**src/rtl/prr_pkg.sv**
```systemverilog
package prr_pkg;
  typedef enum logic [1:0] {
    ST_IDLE   = 2'd0,
    ST_SENSE  = 2'd1,
    ST_DECODE = 2'd2
  } prr_state_e;
endpackage

```
**src/rtl/prr_code_sel.sv**
```systemverilog
module prr_code_sel #(
  parameter int NUM_CODES = 3,
  parameter int CNT_W     = 20,
  parameter int CODE_W    = 2,
  parameter int WT_W      = 4,
  parameter logic [(NUM_CODES-1)*CNT_W-1:0] BOUNDS  = {20'd3000, 20'd1000},
  parameter logic [NUM_CODES*WT_W-1:0]      WEIGHTS = {4'd5, 4'd4, 4'd3}
) (
  input  logic [CNT_W-1:0]  count,
  output logic [CODE_W-1:0] idx,
  output logic [WT_W-1:0]   weight
);
  // boundaries rise, so the last one passed gives the interval index
  always_comb begin
    idx = '0;
    for (int k = 0; k < NUM_CODES-1; k++) begin
      if (count >= BOUNDS[k*CNT_W +: CNT_W]) idx = CODE_W'(k+1);
    end
  end

  always_comb begin
    weight = WEIGHTS[0 +: WT_W];
    for (int k = 1; k < NUM_CODES; k++) begin
      if (idx == CODE_W'(k)) weight = WEIGHTS[k*WT_W +: WT_W];
    end
  end
endmodule

```
**src/rtl/prr_ladder.sv**
```systemverilog
module prr_ladder #(
  parameter int NUM_STEPS = 4,
  parameter int LVL_W     = 5,
  parameter int CELL_BITS = 2,
  parameter int STEP_W    = 3,
  parameter logic [(NUM_STEPS-1)*LVL_W-1:0] SOFT_LEVELS = {5'd15, 5'd10, 5'd6}
) (
  input  logic [STEP_W-1:0] step,
  output logic [LVL_W-1:0]  levels
);
  localparam logic [LVL_W-1:0] HARD_LVL = LVL_W'((1 << CELL_BITS) - 1);

  logic [LVL_W-1:0] tbl [NUM_STEPS];

  assign tbl[0] = HARD_LVL;
  for (genvar g = 1; g < NUM_STEPS; g++) begin : g_soft
    assign tbl[g] = SOFT_LEVELS[(g-1)*LVL_W +: LVL_W];
  end

  always_comb begin
    levels = tbl[NUM_STEPS-1];
    for (int g = 0; g < NUM_STEPS; g++) begin
      if (step == STEP_W'(g)) levels = tbl[g];
    end
  end
endmodule

```
**src/rtl/prr_ctrl.sv**
```systemverilog
module prr_ctrl
  import prr_pkg::*;
#(
  parameter int NUM_STEPS = 4,
  parameter int LVL_W     = 5,
  parameter int CELL_BITS = 2,
  parameter int STEP_W    = 3,
  parameter int CODE_W    = 2,
  parameter int WT_W      = 4
) (
  input  logic              clk,
  input  logic              rst,
  input  logic              rd_req,
  input  logic [CODE_W-1:0] sel_idx,
  input  logic [WT_W-1:0]   sel_wt,
  input  logic [LVL_W-1:0]  lad_levels,
  output logic [STEP_W-1:0] lad_step,
  output logic              sense_req,
  output logic [LVL_W-1:0]  sense_levels,
  input  logic              sense_done,
  output logic              dec_start,
  output logic              dec_soft,
  output logic [CODE_W-1:0] dec_code,
  output logic [WT_W-1:0]   dec_weight,
  input  logic              dec_done,
  input  logic              dec_fail,
  output logic              busy,
  output logic              rd_done,
  output logic              rd_uncorr,
  output logic [STEP_W-1:0] attempts
);
  localparam logic [LVL_W-1:0]  HARD_LVL = LVL_W'((1 << CELL_BITS) - 1);
  localparam logic [STEP_W-1:0] TOP_ATT  = STEP_W'(NUM_STEPS);

  prr_state_e state;

  // next ladder step: 0 when starting, else the count of attempts so far
  assign lad_step = (state == ST_IDLE) ? '0 : attempts;

  always_ff @(posedge clk) begin
    if (rst) begin
      state        <= ST_IDLE;
      sense_req    <= 1'b0;
      sense_levels <= '0;
      dec_start    <= 1'b0;
      dec_soft     <= 1'b0;
      dec_code     <= '0;
      dec_weight   <= '0;
      busy         <= 1'b0;
      rd_done      <= 1'b0;
      rd_uncorr    <= 1'b0;
      attempts     <= '0;
    end else begin
      rd_done   <= 1'b0;
      dec_start <= 1'b0;
      case (state)
        ST_IDLE: begin
          if (rd_req) begin
            state        <= ST_SENSE;
            busy         <= 1'b1;
            attempts     <= STEP_W'(1);
            sense_req    <= 1'b1;
            sense_levels <= lad_levels;
            dec_soft     <= 1'b0;
            dec_code     <= sel_idx;
            dec_weight   <= sel_wt;
            rd_uncorr    <= 1'b0;
          end
        end
        ST_SENSE: begin
          if (sense_done) begin
            sense_req <= 1'b0;
            dec_start <= 1'b1;
            state     <= ST_DECODE;
          end
        end
        ST_DECODE: begin
          if (dec_done) begin
            if (!dec_fail) begin
              state   <= ST_IDLE;
              busy    <= 1'b0;
              rd_done <= 1'b1;
            end else if (attempts == TOP_ATT) begin
              state     <= ST_IDLE;
              busy      <= 1'b0;
              rd_done   <= 1'b1;
              rd_uncorr <= 1'b1;
            end else begin
              state        <= ST_SENSE;
              attempts     <= attempts + STEP_W'(1);
              sense_req    <= 1'b1;
              sense_levels <= lad_levels;
              dec_soft     <= 1'b1;
            end
          end
        end
        default: state <= ST_IDLE;
      endcase
    end
  end

  AST_FIRST_HARD: assert property (@(posedge clk) disable iff (rst)
    $rose(busy) |-> (sense_levels == HARD_LVL && !dec_soft));
  AST_SENSE_HOLD: assert property (@(posedge clk) disable iff (rst)
    (sense_req && !sense_done) |=> (sense_req && $stable(sense_levels)));
  AST_START_PULSE: assert property (@(posedge clk) disable iff (rst)
    dec_start |=> !dec_start);
  AST_START_CAUSE: assert property (@(posedge clk) disable iff (rst)
    dec_start |-> $past(sense_req && sense_done));
  AST_RETRY_SOFT: assert property (@(posedge clk) disable iff (rst)
    (busy && $rose(sense_req) && !$rose(busy)) |-> dec_soft);
  AST_ATT_BOUND: assert property (@(posedge clk) disable iff (rst)
    attempts <= TOP_ATT);
  AST_CODE_HELD: assert property (@(posedge clk) disable iff (rst)
    (busy && $past(busy)) |-> ($stable(dec_code) && $stable(dec_weight)));
  AST_DONE_IDLE: assert property (@(posedge clk) disable iff (rst)
    rd_done |-> (!busy && !sense_req));
endmodule

```
**src/rtl/prec_read_seq.sv**
```systemverilog
module prec_read_seq #(
  parameter int NUM_CODES = 3,
  parameter int CNT_W     = 20,
  parameter int WT_W      = 4,
  parameter int NUM_STEPS = 4,
  parameter int LVL_W     = 5,
  parameter int CELL_BITS = 2,
  parameter logic [(NUM_CODES-1)*CNT_W-1:0] BOUNDS      = {20'd3000, 20'd1000},
  parameter logic [NUM_CODES*WT_W-1:0]      WEIGHTS     = {4'd5, 4'd4, 4'd3},
  parameter logic [(NUM_STEPS-1)*LVL_W-1:0] SOFT_LEVELS = {5'd15, 5'd10, 5'd6},
  localparam int CODE_W = (NUM_CODES > 1) ? $clog2(NUM_CODES) : 1,
  localparam int STEP_W = $clog2(NUM_STEPS + 1)
) (
  input  logic              clk,
  input  logic              rst,
  input  logic              rd_req,
  input  logic [CNT_W-1:0]  pe_count,
  output logic              sense_req,
  output logic [LVL_W-1:0]  sense_levels,
  input  logic              sense_done,
  output logic              dec_start,
  output logic              dec_soft,
  output logic [CODE_W-1:0] dec_code,
  output logic [WT_W-1:0]   dec_weight,
  input  logic              dec_done,
  input  logic              dec_fail,
  output logic              busy,
  output logic              rd_done,
  output logic              rd_uncorr,
  output logic [STEP_W-1:0] attempts
);
  logic [CODE_W-1:0] sel_idx;
  logic [WT_W-1:0]   sel_wt;
  logic [STEP_W-1:0] lad_step;
  logic [LVL_W-1:0]  lad_levels;

  prr_code_sel #(
    .NUM_CODES(NUM_CODES), .CNT_W(CNT_W), .CODE_W(CODE_W), .WT_W(WT_W),
    .BOUNDS(BOUNDS), .WEIGHTS(WEIGHTS)
  ) u_code_sel (
    .count(pe_count), .idx(sel_idx), .weight(sel_wt)
  );

  prr_ladder #(
    .NUM_STEPS(NUM_STEPS), .LVL_W(LVL_W), .CELL_BITS(CELL_BITS),
    .STEP_W(STEP_W), .SOFT_LEVELS(SOFT_LEVELS)
  ) u_ladder (
    .step(lad_step), .levels(lad_levels)
  );

  prr_ctrl #(
    .NUM_STEPS(NUM_STEPS), .LVL_W(LVL_W), .CELL_BITS(CELL_BITS),
    .STEP_W(STEP_W), .CODE_W(CODE_W), .WT_W(WT_W)
  ) u_ctrl (
    .clk(clk), .rst(rst), .rd_req(rd_req),
    .sel_idx(sel_idx), .sel_wt(sel_wt),
    .lad_levels(lad_levels), .lad_step(lad_step),
    .sense_req(sense_req), .sense_levels(sense_levels), .sense_done(sense_done),
    .dec_start(dec_start), .dec_soft(dec_soft),
    .dec_code(dec_code), .dec_weight(dec_weight),
    .dec_done(dec_done), .dec_fail(dec_fail),
    .busy(busy), .rd_done(rd_done), .rd_uncorr(rd_uncorr), .attempts(attempts)
  );
endmodule

```
**config.mk**
```make
export PLATFORM = sky130hd
export DESIGN_NAME = prec_read_seq
export DESIGN_NICKNAME = d
export VERILOG_FILES = /design/src/rtl/prr_pkg.sv /design/src/rtl/prr_code_sel.sv /design/src/rtl/prr_ladder.sv /design/src/rtl/prr_ctrl.sv /design/src/rtl/prec_read_seq.sv
export SDC_FILE = /design/constraint.sdc
export NUM_CORES = 1
export LEC_CHECK = 0
export BUFFER_PORTS_ARGS = -buffer_cell sky130_fd_sc_hd__buf_2
export CAP_MARGIN = 20
export CORE_AREA = 2 2 57 46
export CTS_CLUSTER_DIAMETER = 120
export CTS_CLUSTER_SIZE = 8
export DETAILED_ROUTE_END_ITERATION = 7
export DIE_AREA = 0 0 59 48
export PLACE_DENSITY = 0.76
export REMOVE_ABC_BUFFERS = 1
export SKIP_CTS_REPAIR_TIMING = 1
export SYNTH_ARGS = -nofsm -noshare
export SYNTH_HDL_FRONTEND = slang
export SYNTH_SLANG_ARGS = --single-unit
```
**constraint.sdc**
```tcl
create_clock -name clk -period 1.84 [get_ports clk]
set_clock_uncertainty 0.1 [all_clocks]
set_input_delay 0 -clock clk [delete_from_list [all_inputs] [get_ports clk]]
set_output_delay 0 -clock clk [all_outputs]
set_load 0.03 [all_outputs]
```
==> results of run 1 <==
[state kept, by name (all words and copies together) (netlist names), 2 cells and up]
name,count
u_ctrl.attempts,3
u_ctrl.dec_code,2
u_ctrl.dec_weight,3
u_ctrl.sense_levels,4
u_ctrl.state,2
[how the worst min path moves through the flow]
stage / cells past startpoint / slack (ps) / to / startpoint
floorplan: 1 / -30 / u_ctrl.attempts[1] / rst
global placement: 3 / 190 / u_ctrl.state[1] / dec_done
detailed placement: 3 / 200 / u_ctrl.state[0] / sense_done
CTS: 3 / -130 / u_ctrl.state[0] / sense_done
global route: 4 / 20 / u_ctrl.dec_code[1] / pe_count[6]
finish: 4 / 4 / u_ctrl.dec_code[1] / pe_count[6]
[critical path, stage by stage (launching register included)]
cell and delay (ps):
dfxtp_1 530, nand2b_2 270, nor2_2 120, or4_1 490, a21oi_1 160
[power breakdown]
part           internal, mW  switching, mW
registers             0.458         0.0201
clock network        0.0765          0.128
logic                0.0895          0.132
[per-layer routing]
layer / up-vias / track usage (%) / part of all wire (%)
li1: 489 / - / -
met1: 460 / 20.29 / 43
met2: 30 / 31.11 / 50
met3: 7 / 4.865 / 4.7
met4: 0 / 9.091 / 2.1
met5: - / 0 / 0
[through the flow]
step	setup TNS [ps]	cell area, um^2	power [mW]
CTS	0	1204	0.8985
global placement	0	1181	0.6889
detailed placement	0	1181	0.6964
floorplan	-92.93	927.1	0.6147
global route	-4.556	1265	0.9498
finish	0	1265	0.9042
[cell usage in the layout, fill, tap and decap left out, drive strengths merged, types with 3 or more instances in the layout]
| cell type | n |
|---|---|
| clkbuf | 3 |
| buf | 43 |
| inv | 4 |
| nand2 | 3 |
| dfxtp | 20 |
| o21ai | 10 |
| a211oi | 3 |
| a21oi | 11 |
| nor2 | 11 |
| dlygate4sd3 | 5 |
| nor3 | 3 |
| o21a | 3 |
| nor4 | 3 |
[cell type report]
class,count,share of cell area (%)
sequential,20,31.75
clock buffer,3,1.780
inverter,4,1.187
multi-input combinational,80,41.25
timing repair buffer,48,21.56
tap,25,2.473
[logic make-up after synthesis]
logic type | after synthesis
other | 1
adders and majority gates | 2
and+or+nand+nor | 40
DFF | 20
xor gates and xnor gates | 1
AOI/OAI and AO/OA | 34
buffers and inverters | 12
muxes | 1
==> run metrics, run 1 <==
CTS Buf Count 3; Simple-Gate Fraction of Synth Area 25.06%; layout cells sized above 1 34.84%; Post-Synthesis Cell Area 983.4 um^2; Max FO, Critical Path 11; DR vias 986; crit path capture u_ctrl.sense_levels[3]; Initial DRC Count 21; dpl cells 172; r2r worst-path depth 4; Reg area roughly 400 um^2; count leader, synth dfxtp_1; clk root buf clkbuf_4; Die Y 48 um; antenna-violating nets left 0; final hold vios 0; Mapped Cells roughly 110; Worst Setup SP u_ctrl.state[0]; overall routing resource usage 17.71%; worst skew pair latency 300 ps; worst slack at placement 76.40 ps; antenna cells 0; Adder-Cell Fraction of Synth Area 2.545%; Multi-input gate area 521.8 um^2; maximum VDD drop just under 0.4 mV; 1st-pass router iterations 4; vias per inst 5.478; die area 2832 um^2; fmax 0.5768 GHz; kind of critical path flip-flop to flip-flop; share of the synthesized area in the top cell type 40.71%; I/O pin total 46; CTS max path bufs 2; CTS tree yes; #FFs+latches synth 20; Buffers on Ports 40; Worst Setup Start Kind flip-flop; Area Overhead vs Synth 28.63%; number of synthesized flops with an enable pin 0; initial antenna violation count 0; Final WS setup about 110 ps; GR Overflow Total 0; DRC violations left 0; Fin Hold WS between 3 and 4 ps; largest cells by area after synthesis dfxtp_1, a21oi_1, o21ai_0; clock sinks 20; Final Wtd Congestion 0.8723; H-tree Lvls 1; Worst EP required around 2000 ps; Post-Route WL around 2.4 mm; final std cells w/o fill 180; Tmin final ~1700 ps; P_leak 0.5866 nW; Detail Placement HPWL 1.836 mm; first-pass GRT wire length 3.650 mm; fraction of synthesized area in multiplexers 1.145%; HP Class primary input to flip-flop; Synth Flop Type dfxtp_1; Final Util 57.12%; Starting Density between 40% and 50%; number of max-cap violations 0; combinational family with the most area after synthesis simple AND/OR/NAND/NOR gates; Reg2Reg Launch Point u_ctrl.state[0]; outcome complete, no violations; Avg Cell Area, Syn 8.860 um^2; most instantiated cells after synthesis dfxtp_1, nor2_1, a21oi_1, o21ai_0, inv_1; xor/xnor share of the synthesized area 0.8906%; Ys Warns 0; Clock Pin Slew Worst Setup and Hold Paths 100 ps; Worst EP arrival 1870 ps; Core Box Area 2215 um^2; Synth area leader dfxtp_1; Distinct cells, synth 39; FFs w/ async S/R, synth 0%; Compound-Gate Fraction of Synth Area 21.63%; vias in the first global route 905; Critical R2R Capture u_ctrl.sense_levels[3]; Pwr per Cell Area 714.8 nW/um^2; drt wl/cell about 13 um; Die Span X 59 um; final period utilization 94.22%; post-synthesis sequential area ratio between 40 and 50%; Final Setup Violations 0; largest net degree at the start of global routing 18; endpoint type of the worst setup path flip-flop; Post-layout nets 185; num rows 15; worst reg2reg setup slack 110 ps; max-slew violations 0; Fill cells approximately 220
Power figures use the tool's default switching activity.
==> run 2, diff against run 1 <==
CORE_AREA = 2 2 60 48   (was 2 2 57 46)
DIE_AREA = 0 0 62 50   (was 0 0 59 48)
PLACE_DENSITY = 0.75   (was 0.76)
SYNTH_HIERARCHICAL = 1   (was unset)
==> run 2 against run 1 <==
  * The flow now finishes with violations (hold timing)
  * Core utilization fell by 0.82 points
  * Count of clock-buffer cells in the layout is 1 higher
  * Cell area up 11%
  * Sequential power is 8.2% higher
  * Area after synthesis grew 13%
  * Clock power grew 32%
  * Global-route usage fell by 2.4 points
  * Combinational power is 9% lower
  * Wire length down 3.7%
  * Setup slack better by 99 ps
  * Sequential cell count up 2
==> run metrics, run 2 <==
Worst EP arrival 1780 ps (was 1870 ps); outcome finished, violations left (was complete, no violations); Final Setup Violations 0 (unchanged); Clock Pin Slew Worst Setup and Hold Paths 130 ps (was 100 ps); num rows 16 (was 15); H-tree Lvls 1 (unchanged); kind of critical path primary input to flip-flop (was flip-flop to flip-flop); FFs w/ async S/R, synth 0% (unchanged); Initial DRC Count 9 (was 21); number of max-cap violations 0 (unchanged); Post-Route WL 2.309 mm (was 2.398 mm); Tmin final 1634 ps (was 1734 ps); max reg flops 5 (was 4); Starting Density 44.25% (was 44.41%); Die Y 50 um (was 48 um); met3 Track Usage GR 4.724% (was 4.865%); Post-layout nets 199 (was 185); CP max stage delay 540 ps (was 530 ps); DR vias 998 (was 986); Fill cells 243 (was 218); Buffers on Ports 42 (was 40); first-pass GRT wire length 3.594 mm (was 3.650 mm); Worst Hold Path EP u_ctrl/dec_weight[1] (was u_ctrl.dec_code[1]); r2r worst-path depth 5 (was 4); crit-path cells dlygate4sd3_1, buf_2, or4_4, nor2_1, and4_1, nand2_1, a21oi_1 (was nand2b_2, nor2_2, or4_1, a21oi_1); clock sinks 22 (was 20); endpoint type of the worst setup path flip-flop (unchanged); #FFs+latches synth 22 (was 20); failing checks hold timing; initial antenna violation count 0 (unchanged); die area 3100 um^2 (was 2832 um^2); Largest regs u_ctrl/sense_levels x5, u_ctrl/dec_weight x4, u_ctrl/attempts x3 (was u_ctrl.sense_levels x4, u_ctrl.attempts x3, u_ctrl.dec_weight x3); CTS tree yes (unchanged); Critical R2R Capture u_ctrl/sense_levels[1] (was u_ctrl.sense_levels[3]); overall routing resource usage 15.29% (was 17.71%); share of the synthesized area in the top cell type 39.77% (was 40.71%); I/O pin total 46 (unchanged); most instantiated cells after synthesis dfxtp_1, nand2_1, nand2b_1 (was dfxtp_1, nor2_1, a21oi_1, o21ai_0, inv_1); commonest non-fill, non-tap cell in the layout buf_2 (unchanged); Ys Warns 6 (was 0); Detail Placement HPWL 1.707 mm (was 1.836 mm); antenna-violating nets left 0 (unchanged); P_leak 0.6555 nW (was 0.5866 nW); Avg Cell Area, Syn 8.788 um^2 (was 8.860 um^2); Area Overhead vs Synth 27.23% (was 28.63%); GR Overflow Total 0 (unchanged); largest net degree at the start of global routing 30 (was 18); final period utilization 88.82% (was 94.22%); Worst Setup Start Kind primary input (was flip-flop); worst slack at placement 302.4 ps (was 76.40 ps); GRT met1 Usage 17.52% (was 20.29%); Fin Hold WS -21.28 ps (was 3.905 ps); Synth area leader dfxtp_1 (unchanged); CP bufs+invs 2 (was 0); hold depth 5 (was 4); Final Wtd Congestion 0.7046 (was 0.8723); clk root buf clkbuf_4 (unchanged); Core Box Area 2502 um^2 (was 2215 um^2); vias per inst 4.845 (was 5.478); antenna cells 0 (unchanged); HP Class primary input to flip-flop (unchanged); routing usage on met2 26.22% (was 31.11%); drt wl/cell 11.21 um (was 13.32 um); vias in the first global route 909 (was 905); max-slew violations 0 (unchanged); fmax 0.6119 GHz (was 0.5768 GHz); worst reg2reg setup slack 280 ps (was 110 ps); 1st-pass router iterations 4 (unchanged); commonest non-fill, non-tap cells in the layout buf_2, dfxtp_1, nand2_1 (was buf_2, dfxtp_1, o21ai_0, a21oi_1, nor2_1); CP delay by family, top simple AND/OR/NAND/NOR gates (unchanged); post-synthesis sequential area ratio 39.77% (was 40.71%); RSZ-0062 raised after global routing false; Worst EP required 1980 ps (about the same); Final WS setup 205.7 ps (was 106.4 ps); Setup TNS Final 0 ps (unchanged); count leader, synth dfxtp_1 (unchanged); hold_sp pe_count[15] (was pe_count[6]); Synth Flop Type dfxtp_1 (unchanged); Mapped Cells 126 (was 111); Post-Synthesis Cell Area 1107 um^2 (was 983.4 um^2); Max FO, Critical Path 3 (was 11); Crit-path slowest cell dlygate4sd3_1 (was dfxtp_1); largest cells by area after synthesis dfxtp_1, nand2b_1, mux2i_1 (was dfxtp_1, a21oi_1, o21ai_0); CTS Buf Count 3 (unchanged); maximum VDD drop 0.3458 mV (was 0.3910 mV); Final Total Pwr 989.6 uW (was 904.2 uW); CTS max path bufs 2 (unchanged); Pwr per Cell Area 702.4 nW/um^2 (was 714.8 nW/um^2); Reg2Reg Launch Point u_ctrl/attempts[0] (was u_ctrl.state[0]); layout cells sized above 1 31.76% (was 34.84%); final hold vios 3 (was 0); grt peak-use layer met2 (unchanged); worst skew pair latency 320 ps (was 300 ps); Die Span X 62 um (was 59 um); DRC violations left 0 (unchanged); Reg with most FFs u_ctrl/sense_levels (was u_ctrl.sense_levels); Distinct cells, synth 40 (was 39); number of synthesized flops with an enable pin 0 (unchanged)
[run 2: cell count changes after synthesis, sizes merged, moves of 3 or more]
cell	previous run	this run
a211oi	3	0
nand2	3	14
nor2	11	7
nand2b	1	13
nor4	3	0
o21ai	10	1
mux2i	0	6
[run 2: kinds of logic after synthesis]
logic type	Yosys count	synth area share [%]
AO/OA/AOI/OAI	20	12.20
XOR/XNOR	1	0.7911
adder cells (fa/ha/maj)	2	2.260
buffers and inverters	12	6.214
flip-flops	22	39.77
multiplexers	7	6.441
other	3	1.017
AND/OR/NAND/NOR	59	31.30
[run 2: per-stage QoR]
| step | hold slack (ps) | cell area [um^2] | std cells | utilization (%) |
|---|---|---|---|---|
| after floorplan | -30.93 | 1050 | 117 | - |
| after global placement | 189.2 | 1313 | 196 | 52.45 |
| after detailed placement | 206.5 | 1313 | 196 | 52.45 |
| after CTS | -133.5 | 1349 | 200 | 53.90 |
| after global routing | 1.753 | 1409 | 206 | 56.30 |
| final | -21.28 | 1409 | 206 | 56.30 |
[run 2: layout make-up]
class                      instances  area (um^2)  area share (%)
multi-input combinational         92        598.1           42.45
sequential                        22        440.4           31.26
timing repair buffer              49        277.8           19.72
tap                               36        45.04           3.197
clock buffer                       4        36.28           2.575
inverter                           3        11.26          0.7993
[run 2: power by group]
part	leakage [nW]	switching [mW]	internal, mW
Clock	0.0210	0.149	0.121
Combinational	0.454	0.119	0.0835
Sequential	0.180	0.0159	0.501
Total	0.656	0.284	0.706
[run 2: how the worst max path moves through the flow]
| stage | startpoint | end | slack [ps] | cells past startpoint |
|---|---|---|---|---|
| finish | pe_count[13] | u_ctrl/dec_code[0] | 210 | 7 |
| global placement | u_ctrl/attempts[0] | u_ctrl/sense_levels[3] | 330 | 5 |
| CTS | u_ctrl/attempts[0] | u_ctrl/sense_levels[1] | 270 | 5 |
| detailed placement | u_ctrl/attempts[0] | u_ctrl/sense_levels[3] | 300 | 5 |
| floorplan | u_ctrl/attempts[0] | u_ctrl/attempts[2] | 240 | 5 |
| global route | pe_count[13] | u_ctrl/dec_code[0] | 100 | 7 |
[run 2: worst register-to-register path: cells and delay by family (launching register included)]
family | cells | cell delay, ps
AOI/OAI and AO/OA | 1 | 370
buffers and inverters | 1 | 100
and+or+nand+nor | 1 | 150
DFF | 1 | 360
adders and majority gates | 1 | 190
muxes | 1 | 220
[run 2: metal layers]
layer,share of wire [%],wire (um),vias to the layer above
met5,0,0,-
met4,0.91,21,0
met3,2.9,66,2
met2,50,1156,18
met1,46,1064,461
li1,-,-,517
